===== src/rtl/tlb_pkg.sv =====
package tlb_pkg;

    localparam int unsigned VA_W   = 32;
    localparam int unsigned OFF_W  = 12;
    localparam int unsigned PN_W   = VA_W - OFF_W;
    localparam int unsigned PID_W  = 8;

    typedef enum logic [1:0] {
        PG_4K = 2'd0,
        PG_2M = 2'd1,
        PG_1G = 2'd2
    } pg_size_e;

    typedef struct packed {
        logic [PN_W-1:0]  vtag;
        logic [PN_W-1:0]  ptag;
        logic [PID_W-1:0] pid;
        pg_size_e         size;
        logic             wrt;
    } tlb_entry_t;

    // number of low address bits that pass through untranslated
    function automatic int unsigned page_shift(pg_size_e s);
        case (s)
            PG_2M:   return 21;
            PG_1G:   return 30;
            default: return 12;
        endcase
    endfunction

    // page-number bits that take part in the compare
    function automatic logic [PN_W-1:0] pn_mask(pg_size_e s);
        logic [PN_W-1:0] low;
        low = (PN_W'(1) << (page_shift(s) - OFF_W)) - PN_W'(1);
        return ~low;
    endfunction

    function automatic logic pn_covers(logic [PN_W-1:0] tag, logic [PN_W-1:0] pn,
                                       pg_size_e s);
        return ((tag ^ pn) & pn_mask(s)) == '0;
    endfunction

    function automatic logic [VA_W-1:0] make_pa(logic [PN_W-1:0] frame,
                                                logic [VA_W-1:0] va, pg_size_e s);
        logic [VA_W-1:0] low;
        low = (VA_W'(1) << page_shift(s)) - VA_W'(1);
        return ({frame, {OFF_W{1'b0}}} & ~low) | (va & low);
    endfunction

endpackage


===== src/rtl/tlb_entry_array.sv =====
module tlb_entry_array
    import tlb_pkg::*;
#(
    parameter int unsigned DEPTH = 8,
    parameter int unsigned IDX_W = $clog2(DEPTH)
) (
    input  logic                   clk,
    input  logic                   rst,
    input  logic                   wr_en,
    input  logic [IDX_W-1:0]       wr_idx,
    input  tlb_entry_t             wr_entry,
    input  logic                   inv_en,
    input  logic [PN_W-1:0]        inv_vpn,
    input  logic [PID_W-1:0]       inv_pid,
    input  logic                   flush_en,
    input  logic [PN_W-1:0]        lk_vpn,
    input  logic [PID_W-1:0]       lk_pid,
    output logic [DEPTH-1:0]       lk_match,
    output tlb_entry_t             entries [DEPTH]
);

    logic [DEPTH-1:0] valid_q;
    logic [DEPTH-1:0] inv_hit;

    for (genvar g = 0; g < DEPTH; g++) begin : g_ent
        logic       v_q;
        tlb_entry_t e_q;
        logic       sel_w;

        assign sel_w = wr_en && (wr_idx == IDX_W'(g));

        always_ff @(posedge clk) begin
            if (rst) begin
                v_q <= 1'b0;
                e_q <= '0;
            end else if (flush_en) begin
                v_q <= 1'b0;
            end else if (sel_w) begin
                v_q <= 1'b1;
                e_q <= wr_entry;
            end else if (inv_hit[g]) begin
                v_q <= 1'b0;
            end
        end

        assign inv_hit[g]  = inv_en && v_q && (e_q.pid == inv_pid)
                             && pn_covers(e_q.vtag, inv_vpn, e_q.size);
        assign lk_match[g] = v_q && (e_q.pid == lk_pid)
                             && pn_covers(e_q.vtag, lk_vpn, e_q.size);
        assign valid_q[g]  = v_q;
        assign entries[g]  = e_q;
    end


    flush_empty_chk: assert property (@(posedge clk) disable iff (rst)
        flush_en |=> (valid_q == '0));


    fill_valid_chk: assert property (@(posedge clk) disable iff (rst)
        (wr_en && !flush_en) |=> valid_q[$past(wr_idx)]);


    inv_clear_chk: assert property (@(posedge clk) disable iff (rst)
        (inv_en && !flush_en && !wr_en) |=> ((valid_q & $past(inv_hit)) == '0));

endmodule


===== src/rtl/tlb_first_hit.sv =====
module tlb_first_hit #(
    parameter int unsigned DEPTH = 8,
    parameter int unsigned IDX_W = $clog2(DEPTH)
) (
    input  logic             clk,
    input  logic             rst,
    input  logic [DEPTH-1:0] match,
    output logic             any,
    output logic [IDX_W-1:0] idx
);

    logic [DEPTH-1:0] gnt;

    always_comb begin
        gnt = '0;
        idx = '0;
        for (int i = DEPTH - 1; i >= 0; i--) begin
            if (match[i]) begin
                gnt = '0;
                gnt[i] = 1'b1;
                idx = IDX_W'(i);
            end
        end
    end

    assign any = |match;


    gnt_onehot_chk: assert property (@(posedge clk) disable iff (rst)
        $onehot0(gnt) && ((gnt & ~match) == '0) && (any == (gnt != '0)));


    gnt_lowest_chk: assert property (@(posedge clk) disable iff (rst)
        ((match & (gnt - 1'b1) & ~gnt) == '0));

endmodule


===== src/rtl/tlb_xlate.sv =====
module tlb_xlate
    import tlb_pkg::*;
#(
    parameter int unsigned ENTRIES = 8,
    parameter int unsigned IDX_W   = $clog2(ENTRIES)
) (
    input  logic               clk,
    input  logic               rst,
    input  logic [7:0]         cur_pid,
    input  logic               lk_valid,
    input  logic [31:0]        lk_va,
    input  logic               lk_write,
    input  logic               wr_en,
    input  logic [IDX_W-1:0]   wr_idx,
    input  logic [19:0]        wr_vpn,
    input  logic [19:0]        wr_pfn,
    input  logic [7:0]         wr_pid,
    input  logic [1:0]         wr_size,
    input  logic               wr_writable,
    input  logic               inv_en,
    input  logic [19:0]        inv_vpn,
    input  logic [7:0]         inv_pid,
    input  logic               flush_en,
    output logic               rsp_valid,
    output logic               rsp_hit,
    output logic [31:0]        rsp_pa,
    output logic               miss_trap,
    output logic               prot_trap
);

    tlb_entry_t           new_ent;
    tlb_entry_t           entries [ENTRIES];
    logic [ENTRIES-1:0]   match;
    logic                 any;
    logic [IDX_W-1:0]     win;
    tlb_entry_t           win_ent;

    always_comb begin
        new_ent.vtag = wr_vpn;
        new_ent.ptag = wr_pfn;
        new_ent.pid  = wr_pid;
        new_ent.size = pg_size_e'(wr_size);
        new_ent.wrt  = wr_writable;
    end

    tlb_entry_array #(.DEPTH(ENTRIES), .IDX_W(IDX_W)) i_array (
        .clk      (clk),
        .rst      (rst),
        .wr_en    (wr_en),
        .wr_idx   (wr_idx),
        .wr_entry (new_ent),
        .inv_en   (inv_en),
        .inv_vpn  (inv_vpn),
        .inv_pid  (inv_pid),
        .flush_en (flush_en),
        .lk_vpn   (lk_va[VA_W-1:OFF_W]),
        .lk_pid   (cur_pid),
        .lk_match (match),
        .entries  (entries)
    );

    tlb_first_hit #(.DEPTH(ENTRIES), .IDX_W(IDX_W)) i_pick (
        .clk   (clk),
        .rst   (rst),
        .match (match),
        .any   (any),
        .idx   (win)
    );

    assign win_ent = entries[win];

    always_ff @(posedge clk) begin
        if (rst) begin
            rsp_valid <= 1'b0;
            rsp_hit   <= 1'b0;
            rsp_pa    <= '0;
            miss_trap <= 1'b0;
            prot_trap <= 1'b0;
        end else begin
            rsp_valid <= lk_valid;
            rsp_hit   <= lk_valid && any;
            miss_trap <= lk_valid && !any;
            prot_trap <= lk_valid && any && lk_write && !win_ent.wrt;
            rsp_pa    <= (lk_valid && any) ? make_pa(win_ent.ptag, lk_va, win_ent.size) : '0;
        end
    end


    miss_hit_excl_chk: assert property (@(posedge clk) disable iff (rst)
        !(miss_trap && rsp_hit));


    rsp_timing_chk: assert property (@(posedge clk) disable iff (rst)
        lk_valid |=> (rsp_valid && (rsp_hit != miss_trap)));


    rsp_idle_chk: assert property (@(posedge clk) disable iff (rst)
        !lk_valid |=> (!rsp_valid && !rsp_hit && !miss_trap && !prot_trap));


    prot_store_chk: assert property (@(posedge clk) disable iff (rst)
        prot_trap |-> (rsp_hit && $past(lk_write)));

endmodule


===== config.mk =====
export PLATFORM = sky130hd
export DESIGN_NAME = tlb_xlate
export DESIGN_NICKNAME = d
export VERILOG_FILES = /design/src/rtl/tlb_pkg.sv /design/src/rtl/tlb_entry_array.sv /design/src/rtl/tlb_first_hit.sv /design/src/rtl/tlb_xlate.sv
export SDC_FILE = /design/constraint.sdc
export NUM_CORES = 1
export LEC_CHECK = 0
export CORE_MARGIN = 5
export CORE_UTILIZATION = 50
export CTS_CLUSTER_SIZE = 24
export DETAILED_ROUTE_END_ITERATION = 7
export PLACE_DENSITY = 0.72
export SKIP_LAST_GASP = 1
export SLEW_MARGIN = 20
export SYNTH_ARGS = -nofsm -noshare
export SYNTH_HDL_FRONTEND = slang
export SYNTH_HIERARCHICAL = 1
export SYNTH_SLANG_ARGS = --single-unit

===== constraint.sdc =====
create_clock -name clk -period 5.78 [get_ports clk]
set_clock_uncertainty 0.2 [all_clocks]
set_input_delay 1.445 -clock clk [delete_from_list [all_inputs] [get_ports clk]]
set_output_delay 1.445 -clock clk [all_outputs]
set_load 0.01 [all_outputs]

# Word-level counts from Yosys, hierarchy flattened
# Cells that the tools add are included.
[totals] register_bits=452 input_bits=129 out_inout_bits=36 elab_cells=295
[op_classes] n_addsub=17 n_lt_le_gt_ge=1 n_eq_ne=41 shift=9 muxes=37 n_bitwise=47 reduce_logical=90
[ops] operator="$and A20 B20 Y20" count=16
[ops] operator="$logic_not A20 Y1" count=16
[ops] operator="$xor A20 B20 Y20" count=16
[ops] operator="$shl A1 B32 Y20 const A" count=8
[ops] operator="$not A20 Y20" count=8
[ops] operator="$sub A20 B2 Y20 const B" count=8
[ops] operator="$bmux W51 S3" count=1
[ops] operator="$eq A8 B8 Y1" count=16
[ops] operator="$pmux W5 S2" count=9
[ops] operator="$and A32 B32 Y32" count=2
[ops] operator="$mux W31" count=2
[ops] operator="$logic_and A1 B1 Y1" count=52
[ops] operator="$sub A5 B4 Y6 const B" count=8
[ops] operator="$mux W32" count=1
[ops] operator="$not A32 Y32" count=1
[ops] operator="$or A32 B32 Y32" count=1
[ops] operator="$shl A1 B32 Y32 const A" count=1
[ops] operator="$sub A32 B2 Y32 const B" count=1
[ops] operator="$mux W3" count=8
[ops] operator="$eq A2 B1 Y1 const B" count=9
[ops] operator="$eq A2 B2 Y1 const B" count=9
[ops] operator="$mux W1" count=16
[ops] operator="$reduce_and A2 Y1" count=8
[ops] operator="$reduce_bool A2 Y1" count=8
[ops] operator="other kinds (10)" count=17

# Logic depth before layout (Yosys ltp)
# Gate-level depths: netlist of the first run.
[logic_depth] ltp_word=29 depth_mapped=20 ltp_nobuf=17

# By module
# The synthesis of the first run kept the hierarchy.
[modules_own_cells] module="tlb_entry_array" n_inst=1 cells_each=2614 area_each_um2=20468.4 seq_area_each_um2=8328.0
[modules_own_cells] module="tlb_xlate" n_inst=1 cells_each=274 area_each_um2=2700.1 seq_area_each_um2=720.7
[modules_own_cells] module="tlb_first_hit" n_inst=1 cells_each=13 area_each_um2=81.3 seq_area_each_um2=0.0

# Least setup slack after synthesis of the first run
# No wires, ideal clock.
[synth_timing] path_type="input-to-reg" from="input port lk_va[28]" to="register rsp_pa[6]" setup_time_ps=116 t_arrival_ps=5566 required_time_ps=5464 setup_slack_ps=-101 cell_stages=18 n_path_buf=4 cell_sequence="clkbuf_1 -> xor2_1 -> nor4_1 -> a31oi_1 -> a2111oi_2 -> a21oi_1 -> o41ai_1 -> buf_6 -> buf_6 -> mux4_2 -> mux2i_2 -> inv_2 -> ha_1 -> clkbuf_1 -> nand2_1 -> ha_1 -> xnor2_1 -> and3_1"
[synth_via] elab_chain_cells=24 word_cells_on_any_way=58 classes_between="1 x add/sub; 2 x eq/ne; 1 x shift; 13 x mux; 22 x bitwise; 19 x reduce/logical"
[synth_rtl] item="from (decl)" line="tlb_xlate.sv:11" text="input logic [31:0] lk_va,"
[synth_rtl] item="$xor A20 B20 Y20 *" line="tlb_pkg.sv:40" text="return ((tag ^ pn) & pn_mask(s)) == '0;"
[synth_rtl] item="$and A20 B20 Y20 *" line="tlb_pkg.sv:40"
[synth_rtl] item="$logic_not A20 Y1 *" line="tlb_pkg.sv:40"
[synth_rtl] item="$logic_and A1 B1 Y1 *" line="tlb_entry_array.sv:49" text="&& pn_covers(e_q.vtag, lk_vpn, e_q.size);"
[synth_rtl] item="named net match[7]" line="tlb_xlate.sv:33" text="logic [ENTRIES-1:0] match;"
[synth_rtl] item="$mux W3 * (8 in a row)" line="tlb_first_hit.sv:18" text="if (match[i]) begin"
[synth_rtl] item="named net win[0]" line="tlb_xlate.sv:35" text="logic [IDX_W-1:0] win;"
[synth_rtl] item="$not A3 Y4 (implied by the code) *" line="tlb_xlate.sv:70" text="assign win_ent = entries[win];"
[synth_rtl] item="(+3 left out)"
[synth_rtl] item="$eq A2 B2 Y1 / $eq A2 B1 Y1 (equally long branches)" line="tlb_pkg.sv:24" text="case (s)"
[synth_rtl] item="$pmux W5 S2 *" line="tlb_pkg.sv:24"
[synth_rtl] item="$mux W32 *" line="tlb_xlate.sv:73" text="if (rst) begin"
[synth_rtl] item="$shl A1 B32 Y32 *" line="tlb_pkg.sv:46" text="low = (VA_W'(1) << page_shift(s)) - VA_W'(1);"
[synth_rtl] item="$sub A32 B2 Y32 *" line="tlb_pkg.sv:46"
[synth_rtl] item="$not A32 Y32" line="tlb_pkg.sv:47" text="return ({frame, {OFF_W{1'b0}}} & ~low) | (va & low);"
[synth_rtl] item="$and A32 B32 Y32" line="tlb_pkg.sv:47"
[synth_rtl] item="$or A32 B32 Y32 *" line="tlb_pkg.sv:47"
[synth_rtl] item="to (signal assigned)" line="tlb_xlate.sv:84" text="rsp_pa <= (lk_valid && any) ? make_pa(win_ent.ptag, lk_va, win_ent.size) : '0;"
[synth_rtl] item="to (decl)" line="tlb_xlate.sv:26" text="output logic [31:0] rsp_pa,"
# The timed path passes the listed nets; every way through them passes the cells marked *. The select of a mux whose other input is x is not followed.
# A chain may end at the register's enable or synchronous reset.

# Worst setup path after layout of the first run
[layout_timing] from="input port lk_va[12]" to="register rsp_pa[26]"
[layout_via] word_cells_on_any_way=58 classes_between="1 x add/sub; 2 x eq/ne; 1 x shift; 13 x mux; 22 x bitwise; 19 x reduce/logical"
[layout_lines] item="$xor A20 B20 Y20 *" line="tlb_pkg.sv:40"
[layout_lines] item="$and A20 B20 Y20 *" line="tlb_pkg.sv:40"
[layout_lines] item="$logic_not A20 Y1 *" line="tlb_pkg.sv:40"
[layout_lines] item="$logic_and A1 B1 Y1 *" line="tlb_entry_array.sv:49"
[layout_lines] item="named net match[2]" line="tlb_xlate.sv:33"
[layout_lines] item="$mux W3 * (3 in a row)" line="tlb_first_hit.sv:18"
[layout_lines] item="named net win[0]" line="tlb_xlate.sv:35"
[layout_lines] item="$not A3 Y4 (implied by the code) *" line="tlb_xlate.sv:70"
[layout_lines] item="(+3 left out)"
[layout_lines] item="$eq A2 B2 Y1 / $eq A2 B1 Y1 (equally long branches)" line="tlb_pkg.sv:24"
[layout_lines] item="$pmux W5 S2" line="tlb_pkg.sv:24"
[layout_lines] item="$mux W32" line="tlb_xlate.sv:73"
[layout_lines] item="$shl A1 B32 Y32" line="tlb_pkg.sv:46"
[layout_lines] item="$sub A32 B2 Y32" line="tlb_pkg.sv:46"
[layout_lines] item="$not A32 Y32" line="tlb_pkg.sv:47"
[layout_lines] item="$and A32 B32 Y32" line="tlb_pkg.sv:47"
[layout_lines] item="$or A32 B32 Y32 *" line="tlb_pkg.sv:47"
# Marks and branches as above.

==> results.json, run 1 <==
{
  "routed_via_density": 5.82,
  "detail-route-antenna-nets": 0,
  "status": "complete, no violations",
  "cts_buffer_depth": 3,
  "syn_inst": 2901,
  "synth_top_area_share_pct": 38.9,
  "num_rows": 79,
  "synthTopCellsByArea": "dfxtp_1 39%, nand2_1 14%, xor2_1 10%",
  "relSlewSlack_pct": 33.7,
  "syn-num-nets": 3052,
  "final-hold-violation-count": 0,
  "crit_path_end": "rsp_pa[26]",
  "crit_required_ns": 6.05,
  "rr_endpoint": "rsp_pa[23]",
  "clock-root-buffer": "clkbuf_16",
  "drive_above_1_share_pct": 9.90,
  "path_cells": "clkdlybuf4s50_1 > buf_4 > buf_4 > xor2_1 > nor4_1 > buf_4 > nand4_1 > a2111oi_4 > nor2b_1 > o21bai_1 > o41ai_4 > buf_4 > buf_4 > mux4_2 > mux2i_1 > buf_4 > ha_1 > buf_4 > a2111oi_4 > nor3_1",
  "critPathCaptureType": "register",
  "worst_path_max_delay_cell": "a2111oi_4",
  "p_leak_nw": 9.71,
  "antenna_found_initial": 4,
  "ys_top_cells_by_count": "857 x nand2_1, 452 x dfxtp_1, 444 x a21oi_1",
  "nNetsFinal": 3144,
  "clock_latency_ns": 0.61,
  "dr.pass1.iters": 5,
  "setup_violations": 0,
  "yosys.area.top_type": "dfxtp_1",
  "grt_use_met1_pct": 43.8,
  "grt_overflow": 0,
  "crit_top_cell": "buf_4",
  "fin_util_pct": 59.2,
  "cts_max_level": 2,
  "dp_cells": 3547,
  "cts_tree": "built",
  "use_met3_pct": 6.23,
  "hp-class": "reg2reg",
  "dpl.hpwl_microns": 59400,
  "place.gp.congestion": 0.966,
  "rrSetupSlack_ns": 1.01,
  "fin_cells": 3640,
  "hold_slack_ns": 0.252,
  "wl_per_cell_microns": 24.3,
  "slew_viol_final": 0,
  "reg2reg_from": "i_array/entries[6]",
  "start_kind": "input port",
  "initial_core_util_pct": 50.3,
  "first_iter_violations": 2573,
  "fp.dieH_microns": 226,
  "syn_area_sq_mm": 0.0232,
  "fill_cells": 4174,
  "cp_slowest_stage_delay_ns": 0.46,
  "cp_max_fo": 12,
  "routed_wl_microns": 88400,
  "clk_pin_slew_ns": 0.06,
  "synth-seq-cells": 452,
  "route.vias.total": 21200,
  "busiest_layer": "met2",
  "dieArea_sq_mm": 0.0509,
  "cellPowerDensity_mw_per_mm2": 261,
  "startpoint": "lk_va[12]",
  "grt_pass1_wl_microns": 129000,
  "grtUsageTotal_pct": 33.4,
  "post_synth.cell_area_avg_sq_um": 8.01,
  "ys_warn_count": 6,
  "die_w_microns": 226,
  "synth_cell_types": 47,
  "core-area_sq_mm": 0.0463,
  "r2r_cells": 14,
  "arrival_ns": 5.98,
  "syn_to_final_growth_pct": 17.7,
  "async_flop_share_pct": 0,
  "grt_pass1_vias": 20500,
  "grt_start_max_net_pins": 178,
  "io_pins": 165,
  "multi_input_area_sq_mm": 0.0129,
  "ir_drop_v": 0.000217,
  "ys_seq_area_share_pct": 38.9,
  "seq_area_sq_mm": 0.00905,
  "worstMarginPinSlew_ns": 0.993,
  "cts.sinks": 452,
  "fin_crit_sh_pct": 98.7,
  "synth_edf_count": 0,
  "synthFlopType": "dfxtp_1",
  "crit_type": "in2reg",
  "cts_buffers": 49,
  "grtUsageMet2_pct": 53.0,
  "fmax_ghz": 0.175,
  "synth.most_common_cell": "nand2_1",
  "io_buffers": 164,
  "cts_hold_buf": 0,
  "drcViolationCount": 0,
  "min_period_ns": 5.71,
  "maxCapViolCount": 0
}
==> stage by stage <==
| stage | setup TNS (ns) | setup slack (ns) | total power, mW | cell area, sq um |
|---|---|---|---|---|
| after floorplan | 0 | 0.0285 | 3.65 | 23300 |
| after global placement | -12.58 | -1.05 | 3.91 | 25500 |
| after detailed placement | -12.55 | -1.06 | 3.92 | 25500 |
| after CTS | -0.0181 | -0.0181 | 7.17 | 27200 |
| after global routing | -0.00154 | -0.000976 | 7.36 | 27400 |
| final | 0 | 0.0743 | 7.15 | 27400 |
==> layout by cell type (no fill, tap or decap), drive strengths merged, types with 8 or more instances in the layout <==
cell	instances
nor2b	15
xor2	276
xnor2	173
clkdlybuf4s50	163
nor3	23
a2111oi	25
a31oi	8
o21ai	28
nor4	62
nor2	29
a21oi	444
nand2	857
mux4	8
mux2i	51
mux2	29
nand3	16
o22ai	15
inv	24
and3	13
clkbuf	74
ha	22
buf	139
nand4	41
dfxtp	452
==> logic make-up (layout without fill, tap and decap cells) <==
logic type | after synthesis | count (layout) | share of synthesized area (%)
muxes | 88 | 88 | 4.39
AOI/OAI and AO/OA | 542 | 542 | 12.9
and+or+nand+nor | 1065 | 1065 | 19.1
other | 0 | 3 | 0
DFF | 452 | 452 | 38.9
adders and majority gates | 22 | 22 | 1.18
xor gates and xnor gates | 449 | 449 | 17.0
buffers and inverters | 283 | 412 | 6.46
==> state kept, by name, summed over array words and instances, names as in the netlist <==
signal / cells
i_array/entries: 408
rsp_pa: 32
i_array/g_ent.v_q: 8
miss_trap: 1
prot_trap: 1
rsp_hit: 1
rsp_valid: 1
==> power by group <==
part           internal, mW  leakage, nW  switching [mW]
logic                 0.264         5.24           0.417
registers              3.15         3.65          0.0371
clock network          1.94        0.819            1.34
==> layout make-up <==
cell class / instances / area share (%)
multi-input cells: 2166 / 47.3
clock inverters: 14 / 0.873
inverters: 22 / 0.302
clock buffers: 74 / 5.23
flip-flops and latches: 452 / 33.1
well taps: 607 / 2.78
diodes: 3 / 0.0274
repair buffers: 302 / 10.4
==> metal layers <==
metal	up-vias	wire, microns
li1	9737	-
met1	10100	35300
met2	1096	40100
met3	223	8300
met4	2	4610
met5	-	13
==> how the worst min path moves through the flow <==
stage                     depth (start not counted)                    to  slack [ns]            startpoint
final                                             2  i_array/entries[386]        0.25  i_array/entries[386]
after global routing                              2  i_array/entries[126]        0.27  i_array/entries[126]
after floorplan                                   2  i_array/entries[113]        0.23  i_array/entries[113]
after global placement                            2  i_array/entries[115]        0.24  i_array/entries[115]
after CTS                                         2   i_array/entries[68]        0.25   i_array/entries[68]
after detailed placement                          2   i_array/entries[68]        0.25   i_array/entries[68]
==> timing repair <==
action / 4_1_cts / 5_1_grt
pin swaps: 0 / 7
buffers inserted: 0 / 2
hold endpoints to repair: 0 / 0
setup endpoints to repair: 4 / 24
resized for setup: 3 / 25
==> worst max-delay path, delay by kind of cell <==
family	cells	cell delay (ns)
xor gates and xnor gates	1	0.13
and+or+nand+nor	4	1.03
muxes	2	0.57
AOI/OAI and AO/OA	4	0.92
adders and majority gates	1	0.18
buffers and inverters	8	1.67
No activity file was read; power rests on OpenSTA's default activity.
==> run 2, diff against run 1 <==
--- a/config.mk
+++ b/config.mk
@@ -7,6 +7,7 @@
 export LEC_CHECK = 0
 export CORE_MARGIN = 5
 export CORE_UTILIZATION = 50
+export CTS_CLUSTER_DIAMETER = 150
 export CTS_CLUSTER_SIZE = 24
 export DETAILED_ROUTE_END_ITERATION = 7
 export PLACE_DENSITY = 0.72
==> run 2 against run 1 <==
  * Routed wire length down 0.62%
  * Global-route usage fell by 0.31 points
  * Flip-flop and latch count unchanged
  * Combinational power about the same
  * Non-clock buffer count is the same
  * Via count fell by 1.1%
  * Hold slack better by 0.0041 ns
  * Setup slack got worse by 0.0018 ns
  * Cell count is 1.8% lower
  * Largest power group is now sequential cells
  * Clock-buffer cell count fell by 52
  * Fmax about the same
==> results.json, run 2 (same netlist as run 1, synthesis figures left out) <==
{
  "fin_util_pct": 56.8,
  "largest_reg_flops": 408,
  "postLayoutCellArea_sq_mm": 0.0263,
  "grt_pass1_wl_microns": 128000,
  "fin_crit_sh_pct": 98.7,
  "core-area_sq_mm": 0.0463,
  "cellPowerDensity_mw_per_mm2": 216,
  "setup_ws_ns": 0.0725,
  "min_period_ns": 5.71,
  "dpl.hpwl_microns": 59400,
  "place_ws_ns": -1.06,
  "seq_area_sq_mm": 0.00905,
  "cts_buffers": 22,
  "hold_slack_ns": 0.256,
  "fin_cells": 3575,
  "clock_latency_ns": 0.60,
  "fmax_ghz": 0.175,
  "critPathCaptureType": "register",
  "grt_start_max_net_pins": 178,
  "rrSetupSlack_ns": 1.06,
  "io_buffers": 164,
  "setup_tns_ns": 0,
  "layout_common_cells": "851 x nand2_1, 452 x dfxtp_1, 443 x a21oi_1, 276 x xor2_1, 169 x xnor2_1",
  "place_area_sq_mm": 0.0255,
  "grt_overflow": 0,
  "cts_hold_buf": 0,
  "route.vias.total": 20900,
  "dr.pass1.iters": 6,
  "cts_max_level": 1,
  "dieArea_sq_mm": 0.0509,
  "cts_tree": "built",
  "grt_pass1_vias": 20300,
  "p_leak_nw": 9.19,
  "clk_pin_slew_ns": 0.09,
  "start_kind": "input port",
  "first_iter_violations": 2509,
  "die_w_microns": 226,
  "hp-class": "reg2reg",
  "status": "complete, no violations",
  "slew_viol_final": 0,
  "drive_above_1_share_pct": 8.36,
  "cts.sinks": 452,
  "routed_wl_microns": 87800,
  "setup_violations": 0,
  "num_rows": 79,
  "cts_buffer_depth": 3,
  "final_common_cell": "nand2_1",
  "drcViolationCount": 0,
  "final-hold-violation-count": 0,
  "place.gp.congestion": 0.966,
  "antenna_found_initial": 2,
  "ir_drop_v": 0.000235,
  "wl_per_cell_microns": 24.6,
  "routed_via_density": 5.86,
  "multi_input_area_sq_mm": 0.0129,
  "dp_cells": 3547,
  "finalPower_mw": 5.67,
  "fp.dieH_microns": 226,
  "worstMarginPinSlew_ns": 0.988,
  "cp_max_fo": 12,
  "relSlewSlack_pct": 34.0,
  "arrival_ns": 5.95,
  "syn_to_final_growth_pct": 13.1,
  "clock-root-buffer": "clkbuf_16",
  "fill_cells": 4276,
  "nNetsFinal": 3117,
  "maxCapViolCount": 0,
  "crit_type": "in2reg",
  "crit_required_ns": 6.03,
  "io_pins": 165,
  "initial_core_util_pct": 50.3,
  "detail-route-antenna-nets": 0,
  "grtUsageTotal_pct": 33.1
}
## run 2: final timing paths
kind / from / cells after the start / endpoint
min: i_array/entries[386] / 2 / i_array/entries[386]
max: lk_va[12] / 20 / rsp_pa[26]
max reg2reg: i_array/entries[6] / 15 / rsp_pa[26]
min reg2reg: i_array/entries[386] / 2 / i_array/entries[386]
## run 2: final cells by class
type	instances	share of cell area, %
multi-input cells	2166	49.2
flip-flops and latches	452	34.4
repair buffers	302	10.8
well taps	607	2.89
clock buffers	22	2.09
inverters	22	0.314
clock inverters	2	0.228
diodes	2	0.0190
## run 2: power by group
group	switching, mW	internal [mW]	total [mW]
clock	1.07	0.740	1.81
combinational	0.417	0.264	0.681
sequential	0.0372	3.15	3.19
total	1.52	4.15	5.67
## run 2: repair_timing
item | CTS | global route
setup buffers | 0 | 2
resized for setup | 3 | 24
setup endpoints to repair | 4 | 24
pin swaps | 0 | 8
## run 2: worst max-delay path: stages
cell             delay (ns)
clkdlybuf4s50_1        0.42
buf_4                  0.18
buf_4                  0.15
xor2_1                 0.13
nor4_1                 0.28
buf_4                  0.17
nand4_1                0.23
a2111oi_4              0.45
nor2b_1                0.09
o21bai_1               0.25
o41ai_4                0.12
buf_4                  0.18
buf_4                  0.14
mux4_2                 0.42
mux2i_1                0.19
buf_4                  0.17
ha_1                   0.18
buf_4                  0.25
a2111oi_4              0.09
nor3_1                 0.40
## run 2: metal layers
metal	up-vias	wire, microns	GRT usage, %
li1	9637	-	-
met1	10000	35300	43.7
met2	1057	40000	53.7
met3	226	7890	5.46
met4	0	4660	14.3
met5	-	0	0
==> run 3, diff against run 2 <==
--- a/config.mk
+++ b/config.mk
@@ -5,6 +5,7 @@
 export SDC_FILE = /design/constraint.sdc
 export NUM_CORES = 1
 export LEC_CHECK = 0
+export CAP_MARGIN = 10
 export CORE_MARGIN = 5
 export CORE_UTILIZATION = 50
 export CTS_CLUSTER_DIAMETER = 150
==> results of run 3 <==
Final layout, timing and power as in run 2 (identical DEF).
